===== config.mk =====
export PLATFORM = sky130hd
export DESIGN_NAME = rtc_snapshot_timer
export DESIGN_NICKNAME = d
export VERILOG_FILES = /design/src/rtl/rtc_snap_pkg.sv /design/src/rtl/rtc_free_counter.sv /design/src/rtl/rtc_snapshot_unit.sv /design/src/rtl/rtc_alarm_cmp.sv /design/src/rtl/rtc_irq_bank.sv /design/src/rtl/rtc_snapshot_timer.sv
export SDC_FILE = /design/constraint.sdc
export NUM_CORES = 1
export LEC_CHECK = 0
export ABC_AREA = 1
export BUFFER_PORTS_ARGS = -buffer_cell sky130_fd_sc_hd__buf_2
export CELL_PAD_IN_SITES_DETAIL_PLACEMENT = 1
export CELL_PAD_IN_SITES_GLOBAL_PLACEMENT = 1
export CORE_AREA = 2 2 146 148
export DETAILED_ROUTE_END_ITERATION = 8
export DIE_AREA = 0 0 148 150
export GPL_TIMING_DRIVEN = 1
export PLACE_DENSITY_LB_ADDON = 0.1
export SKIP_CTS_REPAIR_TIMING = 1
export SLEW_MARGIN = 20
export SYNTH_ARGS = -nofsm -noshare
export SYNTH_HDL_FRONTEND = slang
export SYNTH_SLANG_ARGS = --single-unit
export TNS_END_PERCENT = 50

===== constraint.sdc =====
create_clock -name clk -period 2.2 [get_ports clk]
set_clock_uncertainty 0.2 [all_clocks]
set_input_delay 0.33 -clock clk [delete_from_list [all_inputs] [get_ports clk]]
set_output_delay 0.33 -clock clk [all_outputs]
set_load 0.02 [all_outputs]

===== src/rtl/rtc_snap_pkg.sv =====
package rtc_snap_pkg;
   // interrupt source indices, fixed by the register layout software sees
   localparam int unsigned SRC_TVALID = 0;
   localparam int unsigned SRC_ALARM  = 1;
   localparam int unsigned NUM_SRC    = 2;

   typedef logic [NUM_SRC-1:0] src_vec_t;
endpackage


===== src/rtl/rtc_free_counter.sv =====
module rtc_free_counter #(
   parameter int unsigned W = 48
) (
   input  logic         clk,
   input  logic         rst_n,
   output logic [W-1:0] cnt
);
   always_ff @(posedge clk or negedge rst_n) begin
      if (!rst_n) cnt <= '0;
      else        cnt <= cnt + W'(1);
   end


   cnt_step_chk: assert property (@(posedge clk) disable iff (!rst_n)
      1'b1 |=> cnt == $past(cnt) + W'(1));
endmodule


===== src/rtl/rtc_snapshot_unit.sv =====
module rtc_snapshot_unit #(
   parameter int unsigned W = 48
) (
   input  logic         clk,
   input  logic         rst_n,
   input  logic         upd_req,
   input  logic [W-1:0] cnt,
   output logic [W-1:0] snap,
   output logic         valid,
   output logic         done_evt
);
   logic pend;

   // the copy finishes one edge after capture unless a new request restarts it
   assign done_evt = pend & ~upd_req;

   always_ff @(posedge clk or negedge rst_n) begin
      if (!rst_n) begin
         snap  <= '0;
         valid <= 1'b0;
         pend  <= 1'b0;
      end else if (upd_req) begin
         snap  <= cnt;
         valid <= 1'b0;
         pend  <= 1'b1;
      end else if (pend) begin
         valid <= 1'b1;
         pend  <= 1'b0;
      end
   end


   snap_capture_chk: assert property (@(posedge clk) disable iff (!rst_n)
      upd_req |=> (snap == $past(cnt)) && !valid);

   snap_hold_chk: assert property (@(posedge clk) disable iff (!rst_n)
      !upd_req |=> $stable(snap));

   valid_keep_chk: assert property (@(posedge clk) disable iff (!rst_n)
      (valid && !upd_req) |=> valid);
endmodule


===== src/rtl/rtc_alarm_cmp.sv =====
module rtc_alarm_cmp #(
   parameter int unsigned CNT_W = 48,
   parameter int unsigned LO_W  = 32,
   localparam int unsigned HI_W = CNT_W - LO_W
) (
   input  logic             clk,
   input  logic             rst_n,
   input  logic             lo_we,
   input  logic [LO_W-1:0]  lo_d,
   input  logic             hi_we,
   input  logic [HI_W-1:0]  hi_d,
   input  logic             en_d,
   input  logic [CNT_W-1:0] cnt,
   output logic [LO_W-1:0]  alarm_lo,
   output logic [HI_W-1:0]  alarm_hi,
   output logic             alarm_en,
   output logic             hit
);
   always_ff @(posedge clk or negedge rst_n) begin
      if (!rst_n) begin
         alarm_lo <= '0;
         alarm_hi <= '0;
         alarm_en <= 1'b0;
      end else begin
         if (lo_we) alarm_lo <= lo_d;
         if (hi_we) begin
            alarm_hi <= hi_d;
            alarm_en <= en_d;
         end
      end
   end

   assign hit = alarm_en && (cnt == {alarm_hi, alarm_lo});


   alarm_hi_load_chk: assert property (@(posedge clk) disable iff (!rst_n)
      hi_we |=> (alarm_hi == $past(hi_d)) && (alarm_en == $past(en_d)));

   alarm_lo_load_chk: assert property (@(posedge clk) disable iff (!rst_n)
      lo_we |=> alarm_lo == $past(lo_d));
endmodule


===== src/rtl/rtc_irq_bank.sv =====
module rtc_irq_bank #(
   parameter int unsigned N = 2
) (
   input  logic         clk,
   input  logic         rst_n,
   input  logic [N-1:0] set,
   input  logic [N-1:0] clr,
   input  logic         ena_we,
   input  logic [N-1:0] ena_d,
   output logic [N-1:0] raw,
   output logic [N-1:0] ena,
   output logic [N-1:0] stat,
   output logic         irq
);
   always_ff @(posedge clk or negedge rst_n) begin
      if (!rst_n)      ena <= '0;
      else if (ena_we) ena <= ena_d;
   end

   for (genvar i = 0; i < N; i++) begin : g_src
      logic r;
      always_ff @(posedge clk or negedge rst_n) begin
         if (!rst_n)      r <= 1'b0;
         else if (set[i]) r <= 1'b1;
         else if (clr[i]) r <= 1'b0;
      end
      assign raw[i] = r;


      raw_hold_chk: assert property (@(posedge clk) disable iff (!rst_n)
         (r && !clr[i]) |=> r);

      raw_clear_chk: assert property (@(posedge clk) disable iff (!rst_n)
         (clr[i] && !set[i]) |=> !r);

      raw_set_chk: assert property (@(posedge clk) disable iff (!rst_n)
         set[i] |=> r);
   end

   assign stat = raw & ena;
   assign irq  = |stat;
endmodule


===== src/rtl/rtc_snapshot_timer.sv =====
module rtc_snapshot_timer
   import rtc_snap_pkg::*;
#(
   parameter int unsigned CNT_W = 48,
   parameter int unsigned LO_W  = 32,
   localparam int unsigned HI_W = CNT_W - LO_W
) (
   input  logic                clk,
   input  logic                rst_n,
   input  logic                upd_req,
   input  logic                alarm_lo_we,
   input  logic [LO_W-1:0]     alarm_lo_wdata,
   input  logic                alarm_hi_we,
   input  logic [HI_W-1:0]     alarm_hi_wdata,
   input  logic                alarm_en_wdata,
   input  logic                irq_ena_we,
   input  logic [NUM_SRC-1:0]  irq_ena_wdata,
   input  logic [NUM_SRC-1:0]  irq_clr,
   output logic [LO_W-1:0]     snap_lo,
   output logic [HI_W-1:0]     snap_hi,
   output logic                snap_valid,
   output logic [LO_W-1:0]     alarm_lo,
   output logic [HI_W-1:0]     alarm_hi,
   output logic                alarm_en,
   output logic [NUM_SRC-1:0]  irq_raw,
   output logic [NUM_SRC-1:0]  irq_ena,
   output logic [NUM_SRC-1:0]  irq_stat,
   output logic                irq
);
   if (CNT_W <= LO_W) begin : g_bad_split
      $error("CNT_W must exceed LO_W so the high field is not empty");
   end
   if (LO_W > 32) begin : g_bad_lo
      $error("low snapshot word is limited to 32 bits");
   end

   logic [CNT_W-1:0] cnt;
   logic [CNT_W-1:0] snap;
   logic             tv_evt;
   logic             al_hit;
   src_vec_t         ev_set;

   rtc_free_counter #(.W(CNT_W)) u_cnt (
      .clk(clk), .rst_n(rst_n), .cnt(cnt)
   );

   rtc_snapshot_unit #(.W(CNT_W)) u_snap (
      .clk(clk), .rst_n(rst_n), .upd_req(upd_req), .cnt(cnt),
      .snap(snap), .valid(snap_valid), .done_evt(tv_evt)
   );

   rtc_alarm_cmp #(.CNT_W(CNT_W), .LO_W(LO_W)) u_alarm (
      .clk(clk), .rst_n(rst_n),
      .lo_we(alarm_lo_we), .lo_d(alarm_lo_wdata),
      .hi_we(alarm_hi_we), .hi_d(alarm_hi_wdata), .en_d(alarm_en_wdata),
      .cnt(cnt),
      .alarm_lo(alarm_lo), .alarm_hi(alarm_hi), .alarm_en(alarm_en),
      .hit(al_hit)
   );

   always_comb begin
      ev_set             = '0;
      ev_set[SRC_TVALID] = tv_evt;
      ev_set[SRC_ALARM]  = al_hit;
   end

   rtc_irq_bank #(.N(NUM_SRC)) u_irq (
      .clk(clk), .rst_n(rst_n), .set(ev_set), .clr(irq_clr),
      .ena_we(irq_ena_we), .ena_d(irq_ena_wdata),
      .raw(irq_raw), .ena(irq_ena), .stat(irq_stat), .irq(irq)
   );

   assign snap_lo = snap[LO_W-1:0];
   assign snap_hi = snap[CNT_W-1:LO_W];


   alarm_fire_chk: assert property (@(posedge clk) disable iff (!rst_n)
      (alarm_en && cnt == {alarm_hi, alarm_lo}) |=> irq_raw[SRC_ALARM]);

   tvalid_with_valid_chk: assert property (@(posedge clk) disable iff (!rst_n)
      $rose(snap_valid) |-> irq_raw[SRC_TVALID]);

   irq_line_chk: assert property (@(posedge clk) disable iff (!rst_n)
      irq |-> (irq_raw & irq_ena) != '0);
endmodule


# --- After elaboration in Yosys (flattened, before gate mapping) ---
# Cells that the tools add are included.
totals:
  register_bits: 151
  latch_bits: 0
  mem_bits_rw: 0
  romBits: 0
  inputBits: 59
  output_inout_bits: 105
  elab_cells: 27
  mem_count: 0
classes:
  add_sub_neg: 1
  mul: 0
  n_div: 0
  order_cmp: 0
  eq_ne: 1
  n_shift: 0
  n_mux: 7
  bitwise_logic: 3
  n_reduce_logical: 5
op_table:
  columns: ["op", "count"]
  rows:
  - ["$add 48x1->48 const B", 1]
  - ["$eq 48x48->1", 1]
  - ["$mux 1", 7]
  - ["$reduce_bool 2->1", 3]
  - ["$and 2x2->2", 1]
  - ["$reduce_or 2->1", 1]
  - ["$and 1x1->1", 1]
  - ["$logic_and 1x1->1", 1]
  - ["$not 1->1", 1]

# --- Longest topological paths before layout ---
# Gate-level depths: netlist of the first run.
depth:
  word_depth: 3
  depth_mapped: 10
  mapped_depth_nobuf: 10

# --- Cells and area by module ---
# From an unflattened synthesis of the first run, not the netlist that was laid out.
unflattened:
  hier_cells: 924
  hier_area_um2: 7424.6
by_module_without_submodules:
  columns: ["mod", "instances", "cells_each", "area_each_um2", "seq_area_each_um2"]
  rows:
  - ["rtc_free_counter", 1, 364, 2767.7, 1201.2]
  - ["rtc_alarm_cmp", 1, 325, 2591.2, 1226.2]
  - ["rtc_snapshot_unit", 1, 209, 1875.5, 1251.2]
  - ["rtc_irq_bank", 1, 26, 190.2, 100.1]

# --- Least setup slack after synthesis of the first run ---
# No wires, ideal clock.
synth_path:
  path_type: "register to register"
  from: "register u_cnt.cnt[0]"
  to: "register u_cnt.cnt[34]"
  setup_time_ps: 123
  t_arrival_ps: 1362
  t_required_ps: 1877
  path_slack_ps: 514
  path_stages_with_launch: 10
  path_buffers: 0
  period_less_slack_ps: 1686
  cell_sequence: "dfrtp_1 > ha_1 > nand2_1 > nor2_4 > nand2_4 > nor2_4 > nand2_2 > nor2_4 > nand2_1 > xor2_1"
synth_between:
  elab_chain_len: 1
synth_lines:
  columns: ["element", "line_no", "text"]
  rows:
  - ["start: declaration", "rtc_free_counter.sv:6", "output logic [W-1:0] cnt"]
  - ["start signal: assignment", "rtc_free_counter.sv:10", "else cnt <= cnt + W'(1);"]
  - ["$add 48x1->48", "rtc_free_counter.sv:10", null]
# Every way passes these cells.
# A chain may end at the register's enable or synchronous reset.

# --- Worst setup path in the final report of the first run ---
layout_path:
  from: "register u_cnt.cnt[0]"
  to: "register u_cnt.cnt[44]"
# Same word-level chain as after synthesis.

==> results.txt, run 1 <==
Clock-pin slew was measured on the worst setup and hold paths at 60 ps. The area of the die is 22,200 um^2. The number of remaining DRC errors is 0. The number of I/O port buffers is 163. Counting every net in the synthesized netlist gives 927. The HPWL after detailed placement is 19,430 um. The critical path goes through ha_1, nand2_1, nor2_4, nand2_4, nor3_2, nand3_1, xor2_1.

The static leakage power came out at 0.004700 uW. By area the synthesized netlist is led by sky130_fd_sc_hd__dfrtp_1 (53%), sky130_fd_sc_hd__nand2_1 (16%), sky130_fd_sc_hd__o21ai_0 (6.2%). The clock latency reported for the late side of the worst-skew pair came out at 430 ps.

The worst setup path is launched from a register. The synthesis-to-layout area growth came out at 34.38%. After routing, the total negative slack on setup checks comes to 0 ps. Of the cells placed in the final design, the portion with a size suffix greater than 1 is 21.51%. The total core area came out at 20,690 um^2. The antenna diode count is 0. The post-synthesis cell type count came out at 24. The row count came out at 53.

Dividing the final minimum period by the clock period gives 94.97%. The post-route core utilization came out at 46.02%. In this run the critical register-to-register path is launched from u_cnt.cnt[0]$_DFF_PN0_. The remaining max-slew budget at the tightest pin came out at 61.84%. The top achievable clock speed came out at 478.6 MHz. Setup violations remaining at the end of the flow were counted as 0.

The first global-routing pass estimated 37,940 um of wire. The post-synth design cell area is 7086 um^2. The required time of the critical path came out at 2310 ps. The initial cell density of the core is 34.25%. The worst hold path belongs to the class input port to register. The fraction of the yosys area taken by sequential cells is 53.33%.

The power per standard cell area came out at 691.7 nW/um^2. The leftover overflow at the end of global routing came out at 0. In this run, synthesis produced a sequential element count of 151. The total non-filler cell area in the finished layout is 9522 um^2.

Counting instances, the worst hold path has a depth of 3. After detailed routing, the number of vias per cell comes to 4.673. The die extent in y came out at 150 um. The fraction of synthesized cell area taken by the top area cell type came out at 53.33%. Detailed routing inserted a total of 6,500 vias. For hold timing, the worst endpoint is u_alarm.alarm_lo[20]$_DFFE_PN0P_. The completed layout was analyzed and its total power is 6586 uW.

The congestion estimate from routability-driven global placement came to 0.9090. For this run, the detailed router's first-pass iteration total came to 4. The number of H-tree levels is 4. The worst hold path begins at alarm_lo_we. The worst voltage drop across the vdd grid came out at 575.6 uV. The global-route usage over all layers is 22.91%.

The total placed instance area is 8378 um^2. Averaged over all synthesized cells, the footprint is 8.172 um^2. The maximum fanout along the worst path came out at 5. STA classifies the critical path endpoint as a register.

Setup repair after global routing left no endpoint under its margin. At the end of the flow, the number of nets in the layout was 1,163. For this design, the sink count on the clock tree is 151. The final-report hold violation count is 0. The flow ran to the end, and the final reports show no timing, DRC or antenna violations. The root buffer cell is sky130_fd_sc_hd__clkbuf_16.

For the finished layout, the period the worst path requires is 2089 ps. The wire length reported by the detailed router is 25,400 um. The top-level port count is 164. The horizontal die dimension came out at 148 um. The largest net degree at the start of global routing came out at 52. The number of cells on the worst reg-to-reg path is 7. The slowest cell on the critical path is sky130_fd_sc_hd__dfrtp_1. The max capacitance violation total is 0. Summed over all instances, the cell type with the most area after synthesis is sky130_fd_sc_hd__dfrtp_1. The count of fill cells added during filler insertion is 2,538. The detailed router's first-iteration violation count came out at 214.

The longest clock path from root to sink contains 2 buffers. The kind of critical path is register to register. The number of antenna violations at the first check in global routing came out at 0.

The reg-to-reg setup timing slack is 110 ps. The synthesis warning total is 0. The worst register-to-register path ends at u_cnt.cnt[44]$_DFF_PN0_. The via count of the first global-routing pass is 6,490.

The cell count after synthesis is 867. The TritonCTS buffer count came out at 17. The max-slew violation count came out at 0. The largest single stage delay on the critical path is 460 ps. The arrival time reported for the critical path endpoint came out at 2190 ps. Once detail routing completed, the nets flagged for antenna violations numbered 0. Dividing the detail-routed wire length by the instance count gives 18.26 um. At the pin with the least slew margin, the transition time is 572.5 ps. The clock tree from TritonCTS is done.
==> worst max-delay path, delay by kind of cell, from the launching register on <==
family / cells / cell delay, ps
xor gates and xnor gates: 1 / 170
DFF: 1 / 460
adders and majority gates: 1 / 220
and+or+nand+nor: 5 / 910
==> how the worst max path moves through the flow <==
stage,startpoint,to,slack (ps),depth (start not counted)
after global routing,u_cnt.cnt[0]$_DFF_PN0_,u_cnt.cnt[44]$_DFF_PN0_,30,7
after floorplan,u_cnt.cnt[0]$_DFF_PN0_,u_cnt.cnt[34]$_DFF_PN0_,510,9
after detailed placement,u_cnt.cnt[0]$_DFF_PN0_,u_cnt.cnt[44]$_DFF_PN0_,120,7
after global placement,u_cnt.cnt[0]$_DFF_PN0_,u_cnt.cnt[46]$_DFF_PN0_,150,7
after CTS,u_cnt.cnt[0]$_DFF_PN0_,u_cnt.cnt[44]$_DFF_PN0_,110,7
final,u_cnt.cnt[0]$_DFF_PN0_,u_cnt.cnt[44]$_DFF_PN0_,110,7
==> stage by stage <==
stage          hold WS [ps]  setup slack, ps  cells
2_1_floorplan        -165.6            514.4    867
3_3_place_gp          146.5            147.4   1302
3_5_place_dp          144.4            115.5   1302
4_1_cts              -313.1            108.7   1334
5_1_grt               242.4            25.33   1391
6_report              207.6            110.7   1391
==> layout make-up <==
class	count	area, um^2	area share (%)
clock buffer	24	511.7	5.375
clock inverter	8	61.31	0.6439
inverter	98	367.9	3.863
multi-input combinational	596	2848	29.91
sequential	151	3779	39.68
tap	275	344.1	3.614
timing repair buffer	239	1610	16.91
==> cell usage after synthesis <==
cell and instances:
sky130_fd_sc_hd__buf_1 1, sky130_fd_sc_hd__xor2_1 40, sky130_fd_sc_hd__nor3_1 21, sky130_fd_sc_hd__o22ai_1 4
sky130_fd_sc_hd__nand3b_1 1, sky130_fd_sc_hd__buf_4 2, sky130_fd_sc_hd__nand2_4 1, sky130_fd_sc_hd__nand3_1 17
sky130_fd_sc_hd__nor2_4 3, sky130_fd_sc_hd__o21ai_0 88, sky130_fd_sc_hd__buf_2 1, sky130_fd_sc_hd__ha_1 1
sky130_fd_sc_hd__nor2_1 75, sky130_fd_sc_hd__mux2_2 14, sky130_fd_sc_hd__nand2_1 308, sky130_fd_sc_hd__nand4_1 7
sky130_fd_sc_hd__nor3_4 1, sky130_fd_sc_hd__nor2_2 4, sky130_fd_sc_hd__dfrtp_1 151, sky130_fd_sc_hd__nor3_2 2
sky130_fd_sc_hd__clkbuf_1 18, sky130_fd_sc_hd__xnor2_1 8, sky130_fd_sc_hd__inv_1 98, sky130_fd_sc_hd__nand2_2 1
==> flip-flops by register name, indices dropped and copies added, names as in the netlist <==
| register | flops |
|---|---|
| u_snap.valid | 1 |
| u_alarm.alarm_hi | 16 |
| u_cnt.cnt | 48 |
| u_snap.pend | 1 |
| u_alarm.alarm_en | 1 |
| u_alarm.alarm_lo | 32 |
| u_irq.g_src.r | 2 |
| u_snap.snap | 48 |
| u_irq.ena | 2 |
==> where the power goes <==
group          leakage (uW)  internal, uW  switching (uW)
sequential          0.00198          2880            86.4
clock              0.000272          1630            1230
combinational       0.00245           300             465
total               0.00470          4810            1780
==> cell usage in the layout, fill, tap and decap left out, types with 2 or more instances in the layout <==
master	instances
sky130_fd_sc_hd__nand4_1	7
sky130_fd_sc_hd__nor2_2	4
sky130_fd_sc_hd__nand3_1	17
sky130_fd_sc_hd__clkinvlp_4	4
sky130_fd_sc_hd__nor3_1	21
sky130_fd_sc_hd__clkbuf_16	17
sky130_fd_sc_hd__xor2_1	40
sky130_fd_sc_hd__nand2_1	308
sky130_fd_sc_hd__dlygate4sd3_1	57
sky130_fd_sc_hd__mux2_2	14
sky130_fd_sc_hd__nor2_4	3
sky130_fd_sc_hd__inv_1	97
sky130_fd_sc_hd__buf_2	162
sky130_fd_sc_hd__buf_12	6
sky130_fd_sc_hd__o21ai_0	88
sky130_fd_sc_hd__nor2_1	75
sky130_fd_sc_hd__clkbuf_8	6
sky130_fd_sc_hd__nor3_2	2
sky130_fd_sc_hd__xnor2_1	8
sky130_fd_sc_hd__o22ai_1	4
sky130_fd_sc_hd__inv_6	3
sky130_fd_sc_hd__dfrtp_1	151
sky130_fd_sc_hd__buf_4	13
==> cell families (layout without fill, tap and decap cells) <==
| kind of cell | Yosys count | count (layout) | synth area share, % |
|---|---|---|---|
| mux | 14 | 14 | 2.225 |
| xor+xnor | 48 | 48 | 5.933 |
| flops | 151 | 151 | 53.33 |
| buf+inv | 120 | 369 | 6.480 |
| compound gates | 92 | 92 | 6.569 |
| simple gates | 441 | 441 | 25.29 |
| fa+ha+maj | 1 | 1 | 0.1766 |
==> layer usage <==
layer	up-vias	GRT usage (%)	part of all wire, %
li1	3162	-	-
met1	3161	31.74	46
met2	148	36.32	47
met3	29	4.177	4.3
met4	0	7.762	2.1
met5	-	0	0
Note: power is estimated with default switching activity, not from simulation.
==> inputs of run 2 (changes only) <==
Settings changed: BUFFER_PORTS_ARGS -buffer_cell sky130_fd_sc_hd__buf_2 to -buffer_cell sky130_fd_sc_hd__buf_4, CTS_BUF_LIST set to sky130_fd_sc_hd__clkbuf_16.
==> run 2 against run 1 <==
Worst hold slack worse by 87 ps; critical endpoint unchanged; setup slack worse by 18 ps; via count is 1.1% higher; global-route usage hardly changed; power is 0.37% higher; first-iteration DRC count is 66% higher; cell area is 4.4% higher; largest power group unchanged.
==> results.txt, run 2 (synthesized netlist as in run 1, its figures left out) <==
The beginning of the critical path is u_cnt.cnt[0]$_DFF_PN0_. The run finished with clean final reports. The routability-driven placement congestion ratio came out at 0.9232. Setup repair after global routing left no endpoint under its margin. The initial cell density of the core is 34.25%. The area of the die is 22,200 um^2. The synthesis-to-layout area growth came out at 40.30%. For this block, the initial DRC count from the detailed router was 356. The max-slew violation count is 0. After global routing the overflow that remains totals 0. Detailed routing inserted a total of 6,570 vias. The number of vias per cell is 4.693. Of all nets on the critical path, the largest fanout is 5.

The total placed instance area came out at 8813 um^2. Clock latency on the worst-skew pair, taken at its later pin, is 430 ps. The clock tree from TritonCTS is done. The antenna diode count is 0. The wire length reported by the detailed router came out at 25,330 um. After detailed routing, the number of remaining DRC violations is 0. The endpoint identified for the worst register-to-register timing path is u_cnt.cnt[44]$_DFF_PN0_. The arrival time reported for the critical path endpoint came out at 2210 ps.

After clock tree synthesis, the clock-pin slew on the worst setup and hold paths is 60 ps. The global-route wire length before repair is 38,270 um. Cells with a size suffix above 1 make up 21.87% of the layout.

The setup path with the least slack is of type register to register. The tool flagged a number of max-cap violations equal to 0. The number of H-tree levels is 4. The total non-filler cell area in the finished layout came out at 9941 um^2.

In this run the worst setup path terminates at u_cnt.cnt[44]$_DFF_PN0_. The post-route total power is 6611 uW. Across the whole layout, storage elements account for 3779 um^2. The number of failing setup endpoints in the final timing report is 0. The pin slew with the least headroom to its limit is 534.0 ps. The analysis attributes to cell leakage a power of 0.004799 uW. For the worst setup path, the data required time is 2300 ps. The number of antenna violations at the first check in global routing came out at 0.

In this run the standard cell core region covers 20,690 um^2. Leaving out fill and tap cells, the most frequent cells in the layout are sky130_fd_sc_hd__nand2_1 (308), sky130_fd_sc_hd__buf_4 (187), sky130_fd_sc_hd__dfrtp_1 (151). The via count of the first global-routing pass is 6,547. In this run the worst hold path is classified as input port to register. The clock net sink count came out at 151. Across all register-to-register paths, the minimum setup slack is 90 ps.

In the final timing run, aggregate negative setup slack is 0 ps. The time the worst path needs with I/O delays and setup is 2107 ps. The tree is rooted in a sky130_fd_sc_hd__clkbuf_16. The row count is 53. The die extent in y is 150 um. The remaining max-slew budget at the tightest pin is 64.40%. For this run, the total global-route usage over all layers was measured as 22.96%. In the final design database the tool counted 1,172 nets. The buffer depth of the longest clock path came out at 2. The number of I/O port buffers came out at 163. The average wire length per cell after detail routing is 18.10 um. The depth of the most critical reg-to-reg path is 7.

The multi-input combinational cells in the finished layout cover a total of 2853 um^2. Derived from the worst setup path, the maximum achievable clock frequency is 474.6 MHz. The count of fill cells added during filler insertion is 2,496. The horizontal die dimension is 148 um.

During I/O placement, the number of pins put on the boundary was 164. VDD sags by at most 551.0 uV. The power per standard cell area came out at 665.0 nW/um^2.

In the finished design, the share of the clock period the worst path needs comes to 95.78%. The detail route stage leaves a number of antenna-violating nets equal to 0. The worst setup path is captured at a register. The library cell used most frequently in the layout, excluding fill and tap cells, is sky130_fd_sc_hd__nand2_1. The worst register-to-register path begins at u_cnt.cnt[0]$_DFF_PN0_.

The final-report hold violation count is 0. In the final layout, the registers with the most flip-flops are u_cnt.cnt: 48 flops, u_snap.snap: 48 flops, u_alarm.alarm_lo: 32 flops. The number of clock buffers added by TritonCTS is 17. The largest net degree at the start of global routing is 51. For this run, the detailed router's first-pass iteration total came to 5. The type of element launching the critical path is a register.

The estimated wirelength of the detail-placed design came out at 19,640 um.
==> run 2: cell types whose count changed in the layout (fill, tap and decap cells not counted), sizes merged <==
cell      before  now
buf          182  191
clkbuf        24   17
clkinv         1    6
bufinv         0    1
clkinvlp       4    5
==> run 2: area by class of cell <==
class / instances / area share, %
well taps: 275 / 3.461
repair buffers: 248 / 20.58
multi-input cells: 596 / 28.70
clock inverters: 15 / 1.271
clock buffers: 17 / 4.279
inverters: 98 / 3.700
flip-flops and latches: 151 / 38.01
==> run 2: metal layers <==
layer	global-route usage [%]	routed length [um]	share of wire (%)	up-vias
li1	-	-	-	3185
met1	32.46	12240	48	3220
met2	36.53	11850	47	141
met3	4.055	835	3.3	24
met4	6.095	409	1.6	0
met5	0	0	0	-
==> run 2: critical path, cell delays in order, from the launching register on <==
cell and delay [ps]:
sky130_fd_sc_hd__dfrtp_1 460, sky130_fd_sc_hd__ha_1 220, sky130_fd_sc_hd__nand2_1 100, sky130_fd_sc_hd__nor2_4 200
sky130_fd_sc_hd__nand2_4 130, sky130_fd_sc_hd__nor3_2 280, sky130_fd_sc_hd__nand3_1 200, sky130_fd_sc_hd__xor2_1 180
==> run 2: worst min-delay path by stage <==
stage	from	to	slack, ps	depth (start not counted)
final	alarm_hi_we	u_alarm.alarm_hi[7]$_DFFE_PN0P_	120	3
after global routing	alarm_hi_we	u_alarm.alarm_hi[2]$_DFFE_PN0P_	140	3
after CTS	rst_n	u_irq.ena[0]$_DFFE_PN0P_	-330	1
after detailed placement	rst_n	u_irq.ena[0]$_DFFE_PN0P_	130	1
after global placement	rst_n	u_irq.ena[0]$_DFFE_PN0P_	130	1
after floorplan	rst_n	u_alarm.alarm_en$_DFFE_PN0P_	-170	0
==> run 2: power by group <==
group,switching (uW),internal (uW)
clock network,1250,1550
logic,462,378
registers,92.0,2870
==> run 2: stage by stage <==
stage	hold slack (ps)	setup WS, ps	instances	utilization, %
after detailed placement	125.4	108.6	1311	42.60
after global routing	135.6	2.614	1400	48.05
after CTS	-334.8	88.18	1343	45.26
after global placement	126.5	133.0	1311	42.60
after floorplan	-165.6	514.4	867	-
final	120.3	92.78	1400	48.05
==> inputs of run 3 (changes only) <==
Settings changed: CELL_PAD_IN_SITES_DETAIL_PLACEMENT 1 to 0, CELL_PAD_IN_SITES_GLOBAL_PLACEMENT 1 to 2, CORE_AREA 2 2 146 148 to 2 2 155 157, DIE_AREA 0 0 148 150 to 0 0 157 159.
==> run 3 against run 2 <==
Worst hold slack worse by 26 ps; non-clock buffer count is 8 lower; global-route usage is 3.6 points lower; routed wire length is 5.3% lower; sequential cell count stayed put; critical path depth stayed put; power is 1.4% higher; utilization is 5.1 points lower; via count is 4.1% lower; largest cell class unchanged.
==> results.txt, run 3 (synthesized netlist as in run 1, its figures left out) <==
The estimated wirelength of the detail-placed design is 18,460 um. The synthesis-to-layout area growth is 40.53%. In this design, the stage delay of the slowest critical-path cell is 430 ps. Detailed routing inserted a total of 6,303 vias.

The routability-driven placement congestion ratio is 0.8416. The share of the clock period used by the worst path after layout came out at 94.34%. In this run the static leakage power is 0.004783 uW. IR analysis of the VDD net gives a maximum drop of 408.3 uV. The flow ran to the end, and the final reports show no timing, DRC or antenna violations. The slowest stage of the critical path belongs to the cell sky130_fd_sc_hd__dfrtp_1. The max-slew violation count came out at 0. The time the worst path needs with I/O delays and setup came out at 2075 ps.

The number of remaining DRC errors is 0. The clock net sink count came out at 151. The worst setup path is launched from a register.

For this run, global-route usage on met3 was measured as 3.157%. Global routing used 19.40% of the available tracks. The proportion of layout cells with a drive suffix above 1 is 21.49%. The pin slew with the least headroom to its limit is 470.0 ps.

The required time of the critical path is 2320 ps. For flop-to-flop paths, the worst setup slack is 120 ps. At the later pin of the worst-skew pair, clock insertion delay measures 430 ps. In this run the horizontal extent of the chip is 157 um. The hold-critical path depth is 3. The routed design has 23,990 um of wire. The TritonCTS buffer count is 17. The largest delay contributor family on the critical path is simple AND/OR/NAND/NOR gates.

Counting both buffers and inverters, the worst setup path holds a total of 1. TritonCTS built the clock tree. Measured in cells, the most critical reg-to-reg path has a length of 7.

CTS placed an instance of sky130_fd_sc_hd__clkbuf_16 at the clock tree root. The depth of the critical timing path with buffers and inverters included came out at 7. The total core area came out at 23,190 um^2. The average wire length per cell after detail routing is 16.70 um. Traced cell by cell, the critical path runs through inv_1, nor3_1, nand3_1, nor2_2, nand3_1, nand2_1, nand2_1. The layer flagged by global routing as most heavily used is met2. The nature of the critical path endpoint is a register.

The number of non-filler instances in the completed layout is 1,436. The detailed router's first-iteration violation count is 361. The met2 layer usage reported by global route came out at 29.76%. Leaving out fill and tap cells, the most frequent cell in the layout is sky130_fd_sc_hd__nand2_1. The buffer depth of the longest clock path is 2. The worst flop-to-flop path startpoint is u_cnt.cnt[12]$_DFF_PN0_. The power per standard cell area is 672.9 nW/um^2.

The remaining max-slew budget at the tightest pin is 68.43%. The number of failing setup endpoints in the final timing report came out at 0. The top-level port count came out at 164. The die covers 24,960 um^2. The via count of the first global-routing pass is 5,964. The count of nets left with antenna violations once routing finished came out at 0. Setup total negative slack on the finished layout was measured at 0 ps. The number of I/O port buffers is 163. Setup repair after global routing left no endpoint under its margin. Leaving out fill and tap cells, the most frequent cells in the layout are sky130_fd_sc_hd__nand2_1 (308), sky130_fd_sc_hd__buf_4 (179), sky130_fd_sc_hd__dfrtp_1 (150). The most critical setup path has its startpoint at u_cnt.cnt[12]$_DFF_PN0_. The top achievable clock speed is 481.8 MHz.

The kind of critical path is register to register. The final net count came out at 1,164. The row count is 56. The largest net degree at the start of global routing is 96. The maximum fanout along the worst path came out at 5. The number of antenna diodes in the final layout is 0. The global-route wire length before repair is 36,160 um.

The die extent in y came out at 159 um. Max-cap violations in this run came to 0. The clock-pin slew on the worst setup and hold paths came out at 70 ps. The global routing usage on met1 came out at 28.25%. The H-tree was split into 4 levels. The number of antenna violations at the first check in global routing came out at 0. Before antenna repair, the detailed router went through 5 iterations. The final-report hold violation count is 0. The number of vias per cell is 4.389. The worst register-to-register path ends at u_cnt.cnt[37]$_DFF_PN0_. The arrival time reported for the critical path endpoint is 2200 ps. The initial cell density of the core is 30.55%. The number of instances in the placed design is 1,347. Global routing finished with a remaining overflow of 0. The largest registers in the layout are u_cnt.cnt: 48 flops, u_snap.snap: 48 flops, u_alarm.alarm_lo: 32 flops. The path class of the tightest hold or removal check is input port to register. The worst setup path endpoint is u_cnt.cnt[37]$_DFF_PN0_.
## run 3: cell types whose count changed in the layout (fill, tap and decap cells not counted), sizes merged
cell,previous run,this run
buf,191,183
bufinv,1,2
clkinvlp,5,3
inv,101,102
## run 3: where the power goes
group | internal, uW | switching, uW
Sequential | 2880 | 92.6
Clock | 1670 | 1240
Combinational | 371 | 449
Total | 4920 | 1780
## run 3: metrics by stage
step	instance area (um^2)	setup WS, ps	hold slack (ps)	power [uW]	utilization (%)
detailed placement	8808	46.01	63.98	3773	37.98
finish	9957	124.6	94.67	6700	42.93
floorplan	7086	514.4	-165.6	3341	-
global route	9957	18.03	122.5	7008	42.93
global placement	8808	56.88	61.62	3772	37.98
CTS	9385	43.82	-398.3	6699	40.47
## run 3: layout make-up
cell class	count	area, um^2
clock buffers	17	425.4
clock inverters	15	151.4
fillers	2395	13240
inverters	98	367.9
multi-input cells	596	2848
flip-flops and latches	151	3780
well taps	319	399.1
repair buffers	240	1986
## run 3: worst min-delay path by stage
stage,slack [ps],to,startpoint
2_1_floorplan,-170,u_alarm.alarm_en$_DFFE_PN0P_,rst_n
5_1_grt,120,u_alarm.alarm_hi[0]$_DFFE_PN0P_,alarm_hi_we
3_5_place_dp,60,u_snap.valid$_DFFE_PN0P_,rst_n
6_report,90,u_alarm.alarm_hi[0]$_DFFE_PN0P_,alarm_hi_we
3_3_place_gp,60,u_snap.valid$_DFFE_PN0P_,rst_n
4_1_cts,-400,u_snap.valid$_DFFE_PN0P_,rst_n
## run 3: tightest hold or removal path, stage by stage
cell and delay [ps]:
sky130_fd_sc_hd__buf_4 210, sky130_fd_sc_hd__nand2_1 80, sky130_fd_sc_hd__o21ai_0 60
## run 3: layer usage
metal | part of all wire, % | routed length, um | vias to the layer above
met4 | 1.6 | 391 | 0
met3 | 3.8 | 921 | 23
met1 | 48 | 11550 | 2943
met2 | 46 | 11130 | 166
li1 | - | - | 3171
met5 | 0 | 0 | -
